[src/rtl/dice_game.sv]
module dice_game #(
  parameter int FACES = 6,
  localparam int DW = $clog2(FACES + 1),
  localparam int SW = $clog2(2 * FACES + 1)
) (
  input  logic          clk,
  input  logic          rst,
  input  logic          roll_btn,
  output logic          win,
  output logic          lose,
  output logic [DW-1:0] die_a,
  output logic [DW-1:0] die_b,
  output logic [SW-1:0] point
);

  typedef enum logic [2:0] {
    OPEN_WAIT, OPEN_HELD, NEXT_WAIT, NEXT_HELD, GAME_WON, GAME_LOST
  } phase_t;

  phase_t phase, phase_nx;
  logic [SW-1:0] sum;
  logic spin, keep_pt;
  logic is7, is7or11, craps, hit_pt;

  assign sum      = SW'(die_a) + SW'(die_b);
  assign is7      = (sum == SW'(7));
  assign is7or11  = is7 || (sum == SW'(11));
  assign craps    = (sum == SW'(2)) || (sum == SW'(3)) || (sum == SW'(12));
  assign hit_pt   = (sum == point);

  assign spin = roll_btn && (phase != GAME_WON) && (phase != GAME_LOST);
  assign win  = (phase == GAME_WON);
  assign lose = (phase == GAME_LOST);

  always_comb begin
    phase_nx = phase;
    keep_pt  = 1'b0;
    case (phase)
      OPEN_WAIT: if (roll_btn) phase_nx = OPEN_HELD;
      OPEN_HELD:
        if (!roll_btn) begin
          if (is7or11)    phase_nx = GAME_WON;
          else if (craps) phase_nx = GAME_LOST;
          else begin
            phase_nx = NEXT_WAIT;
            keep_pt  = 1'b1;
          end
        end
      NEXT_WAIT: if (roll_btn) phase_nx = NEXT_HELD;
      NEXT_HELD:
        if (!roll_btn) begin
          if (hit_pt)   phase_nx = GAME_WON;
          else if (is7) phase_nx = GAME_LOST;
          else          phase_nx = NEXT_WAIT;
        end
      default: phase_nx = phase;
    endcase
  end

  always_ff @(posedge clk) begin
    if (rst) begin
      phase <= OPEN_WAIT;
      die_a <= DW'(1);
      die_b <= DW'(1);
      point <= '0;
    end else begin
      phase <= phase_nx;
      if (keep_pt) point <= sum;
      if (spin) begin
        if (die_a == DW'(FACES)) begin
          die_a <= DW'(1);
          die_b <= (die_b == DW'(FACES)) ? DW'(1) : die_b + DW'(1);
        end else begin
          die_a <= die_a + DW'(1);
        end
      end
    end
  end

endmodule

[config.mk]
export PLATFORM = sky130hd
export DESIGN_NAME = dice_game
export DESIGN_NICKNAME = d
export VERILOG_FILES = /design/src/rtl/dice_game.sv
export SDC_FILE = /design/constraint.sdc
export NUM_CORES = 1
export LEC_CHECK = 0
export ABC_AREA = 1
export BUFFER_PORTS_ARGS = -buffer_cell sky130_fd_sc_hd__buf_2
export CORE_MARGIN = 1
export CORE_UTILIZATION = 47
export DETAILED_ROUTE_END_ITERATION = 8
export PLACE_DENSITY = 0.66
export SKIP_CTS_REPAIR_TIMING = 1
export SLEW_MARGIN = 10
export SYNTH_ARGS = -nofsm -noshare
export SYNTH_HDL_FRONTEND = slang
export SYNTH_SLANG_ARGS = --single-unit
export TNS_END_PERCENT = 10
[constraint.sdc]
create_clock -name clk -period 3.97 [get_ports clk]
set_clock_uncertainty 0.15 [all_clocks]
set_input_delay 0.1985 -clock clk [delete_from_list [all_inputs] [get_ports clk]]
set_output_delay 0.1985 -clock clk [all_outputs]
set_load 0.05 [all_outputs]
After elaboration in Yosys (flattened, before gate mapping)
Index checks and enable logic that the tools add are counted.
{"block": "word_totals", "output_inout_bits": 12, "register_bits": 13, "in_bits": 3}
{"block": "op_classes", "n_reduce_logical": 9, "mux": 15, "n_eq_ne": 19, "addsub": 3}
{"operator": "$mux 3", "count": 10}
{"operator": "$eq 3x3->1 const B", "count": 4}
{"operator": "$pmux 3 s4", "count": 1}
{"operator": "$eq 4x2->1 const B", "count": 2}
{"operator": "$eq 4x4->1 const B", "count": 2}
{"operator": "$ne 2x2->1 const B", "count": 4}
{"operator": "$add 3x1->3 const B", "count": 2}
{"operator": "$eq 3x2->1 const B", "count": 2}
{"operator": "$ne 3x3->1 const B", "count": 2}
{"operator": "$reduce_and 5->1", "count": 1}
{"operator": "$add 3x3->4", "count": 1}
{"operator": "$eq 4x3->1 const B", "count": 1}
{"operator": "$eq 4x4->1", "count": 1}
{"operator": "$mux 1", "count": 4}
{"operator": "$reduce_bool 4->1", "count": 1}
{"operator": "$eq 3x1->1 const B", "count": 1}
{"operator": "$logic_not 3->1", "count": 1}
{"operator": "$logic_or 1x1->1", "count": 3}
{"operator": "$logic_and 1x1->1", "count": 2}
{"operator": "$reduce_and 2->1", "count": 1}

Logic depth before layout (Yosys ltp)
{"block": "logic_depth", "word_depth": 8, "mapped_depth": 13, "mapped_depth_nobuf": 13}

Worst setup path after synthesis
No wires, ideal clock.
{"block": "synth_path", "path_kind": "register to register", "startpoint": "register die_a[0]", "endpoint": "register point[1]", "setup_slack_ns": 1.569, "arrival_ns": 2.135, "t_required_ns": 3.704, "period_less_slack_ns": 2.401, "setup_ns": 0.116, "stages_incl_launch_ff": 11, "cell_sequence": "dfxtp_1 > ha_1 > fa_1 > nand2_1 > nor2_1 > nand2_1 > nand4_2 > nor2_4 > inv_2 > nor2_1 > nor2_1"}
{"block": "synth_between", "elab_chain_len": 8, "word_cells_on_any_way": 13, "cone_classes": "1 x add/sub; 5 x eq/ne; 4 x mux; 3 x reduce/logical"}
{"element": "from (decl)", "line": "11", "text": "output logic [DW-1:0] die_a,"}
{"element": "from (signal assigned)", "line": "74", "text": "die_a <= die_a + DW'(1);"}
{"element": "$add 3x3->4 (*)", "line": "25", "text": "assign sum = SW'(die_a) + SW'(die_b);"}
{"element": "named net sum[1]", "line": "21", "text": "logic [SW-1:0] sum;"}
{"element": "$eq 4x2->1", "line": "28", "text": "assign craps = (sum == SW'(2)) || (sum == SW'(3)) || (sum == SW'(12));"}
{"element": "$logic_or 1x1->1 (2 in series)", "line": "28"}
{"element": "$mux 1", "line": "43", "text": "else if (craps) phase_nx = GAME_LOST;"}
{"element": "$mux 1", "line": "42", "text": "if (is7or11) phase_nx = GAME_WON;"}
{"element": "$mux 1", "line": "41", "text": "if (!roll_btn) begin"}
{"element": "$mux 1", "line": "38", "text": "case (phase)"}
{"element": "to (signal assigned)", "line": "68", "text": "if (keep_pt) point <= sum;"}
{"element": "to (decl)", "line": "13", "text": "output logic [SW-1:0] point"}
Mark *: on every way through the listed nets, which the timed path passes. The rest lies on a longest branch.
A chain may end at the register's enable or synchronous reset.

Worst setup path in the final report
Ends and elaborated chain as after synthesis.

==> metrics.txt <==
outcome finished clean; pin count of the biggest net entering global routing 10; initial core utilization 0.500; FILL cells 170; Fin. Hold Viols 0; Synth-to-Final Area Change 16.1%; Setup crit end kind flip-flop; highest clock rate roughly 450 MHz; Mapped Nets between 100 and 150; H-tree levels 1; worst vdd ir ~0.00026 V; worst hold slack approximately 0.17 ns; # IOs 15; Routed WL about 1800 um; Yosys top cell area share 0.305; crit path DAT approximately 2.3 ns; cell type with the largest total area after synthesis dfxtp_1; RePlAce Congestion approximately 0.82; worst path bufs/invs 1; Leakage Power just under 0.5 nW; Crit path required time ~4 ns; antenna-violating nets left 0; Antenna Cells 0; worst hold path type in -> reg; worst skew pair latency 0.27 ns; TritonCTS Buffers 3; All-Layer GR Usage 0.200; commonest non-fill, non-tap cell in the layout nand2_1; number of synthesized register bits 13; Unique masters post-synth 21; minimum clock period between 2 and 2.5 ns; die area roughly 2000 um^2; Pwr Density 443 nW/um^2; relative slew slack 0.788; Placed Area roughly 960 um^2; cell row count 15; final setup vio count 0; critical path type reg -> reg; initial antenna violation count 0; CTS tree built; post-DP HPWL about 1500 um; CTS Buffer Depth 2; Setup TNS Final 0 ns; clock sink total 13; fin nets approximately 160; first-pass iteration count of the detailed router 4; Via density roughly 4.9; most frequent cells in the layout nand2_1 (35), inv_1 (21), nor2_1 (21); first-pass GRT wire length between 2000 and 3000 um; Slowest cell on crit path fa_1; WL/cell 10.0 um; crit-path cells ha_1, fa_1, nor2_1, nand3_1, nand2_1, nand2_2, nand4_2, nor2_4, inv_2, nor2_1, nor2_1; Avg Cell Area, Syn 6.28 um^2; Congestion Overflow GR 0; Max Cap Violations 0; critical path startpoint category flip-flop; Residual DRC 0; register area between 200 and 300 um^2; Critical Path Max Stage Delay roughly 0.60 ns; cell family with the largest share of critical-path delay adder cells; core box area around 1700 um^2; Synth Warn # 0; ranking of synthesized cells by area dfxtp_1 (30%), nand2_1 (15%), inv_1 (9.2%); fin. max-slew vios 0; Die X 44.6 um; Post-Layout Inst Area slightly below 1000 um^2; vias in the first global route between 700 and 800; Slew @ Worst Pin about 0.32 ns; PortBufs 14; Die Ht 44.6 um; DR vias about 880; mapped cell area 855 um^2; buffer type at the clock tree root clkbuf_4; CTS clk-pin slew, worst paths 0.09 ns; CP Max Fanout 5; sequential area share after synthesis 0.305; Syn Inst Count ~140; share of layout cells above drive strength 1 0.168; RSZ-0062 raised after global routing no; CP most frequent cell nor2_1; fin crit share 0.562; area of the multi-input gates 508 um^2; First DRT Iteration DRCs 25
-- worst reg2reg max path, delay by kind of cell (launching register included) --
family	cells	cell delay (ns)
adder cells (fa/ha/maj)	2	0.84
flip-flops	1	0.34
AND/OR/NAND/NOR	8	0.74
buffers and inverters	1	0.06
-- routing by layer --
layer | global-route usage | share of wire | up-vias
li1 | - | - | 471
met1 | 0.277 | 0.52 | 391
met2 | 0.312 | 0.44 | 15
met3 | 0.0286 | 0.025 | 4
met4 | 0.0788 | 0.0078 | 0
met5 | 0 | 0 | -
-- cells in the mapped netlist --
cell / count
nor3b_1: 1
or2_2: 1
nand3_1: 11
a31oi_1: 1
a21oi_1: 6
ha_1: 3
nand4_2: 2
nor2_4: 1
nor3_1: 3
inv_2: 2
nor2_2: 2
nand4_1: 1
o31ai_1: 2
inv_1: 21
nor2_1: 21
nand2_2: 1
dfxtp_1: 13
fa_1: 1
xnor2_1: 1
o21ai_0: 7
nand2_1: 35
-- sequential cells by signal (all words and copies together), names as in the netlist --
register	flops
die_a	3
die_b	3
phase	3
point	4
-- kinds of logic (layout without fill, tap and decap cells) --
group,after synthesis,after routing,share of synthesized area
AO/OA/AOI/OAI,16,16,0.101
XOR/XNOR,1,1,0.0103
adder cells (fa/ha/maj),4,4,0.0674
buffers and inverters,23,42,0.101
flip-flops,13,13,0.305
AND/OR/NAND/NOR,79,79,0.416
-- worst paths after layout --
kind | start | to | slack, ns | cells after the start
hold reg to reg | die_b[2]$_SDFFE_PP0P_ | die_b[2]$_SDFFE_PP0P_ | 0.36 | 2
setup reg to reg | die_a[0]$_SDFFE_PP1P_ | point[1]$_SDFFE_PP0P_ | 1.74 | 11
hold / removal | roll_btn | point[2]$_SDFFE_PP0P_ | 0.17 | 5
setup / recovery | die_a[0]$_SDFFE_PP1P_ | point[1]$_SDFFE_PP0P_ | 1.74 | 11
-- layout make-up --
class / instances / area share
well taps: 25 / 0.0315
repair buffers: 15 / 0.0807
clock buffers: 4 / 0.0265
inverters: 23 / 0.0870
flip-flops and latches: 13 / 0.262
multi-input cells: 100 / 0.512
-- report_power, final --
group / internal, mW / switching [mW] / total [mW]
registers: 0.147 / 0.0180 / 0.165
clock network: 0.0389 / 0.0433 / 0.0822
logic: 0.0585 / 0.134 / 0.192
-- metrics by stage --
step	utilization	setup WS (ns)	std cells	power (mW)
floorplan	-	1.57	136	0.319
global placement	0.560	1.81	175	0.356
detailed placement	0.560	1.75	175	0.358
CTS	0.575	1.74	179	0.442
global route	0.581	1.53	180	0.473
finish	0.581	1.74	180	0.439
(Power assumes the default switching activity.)
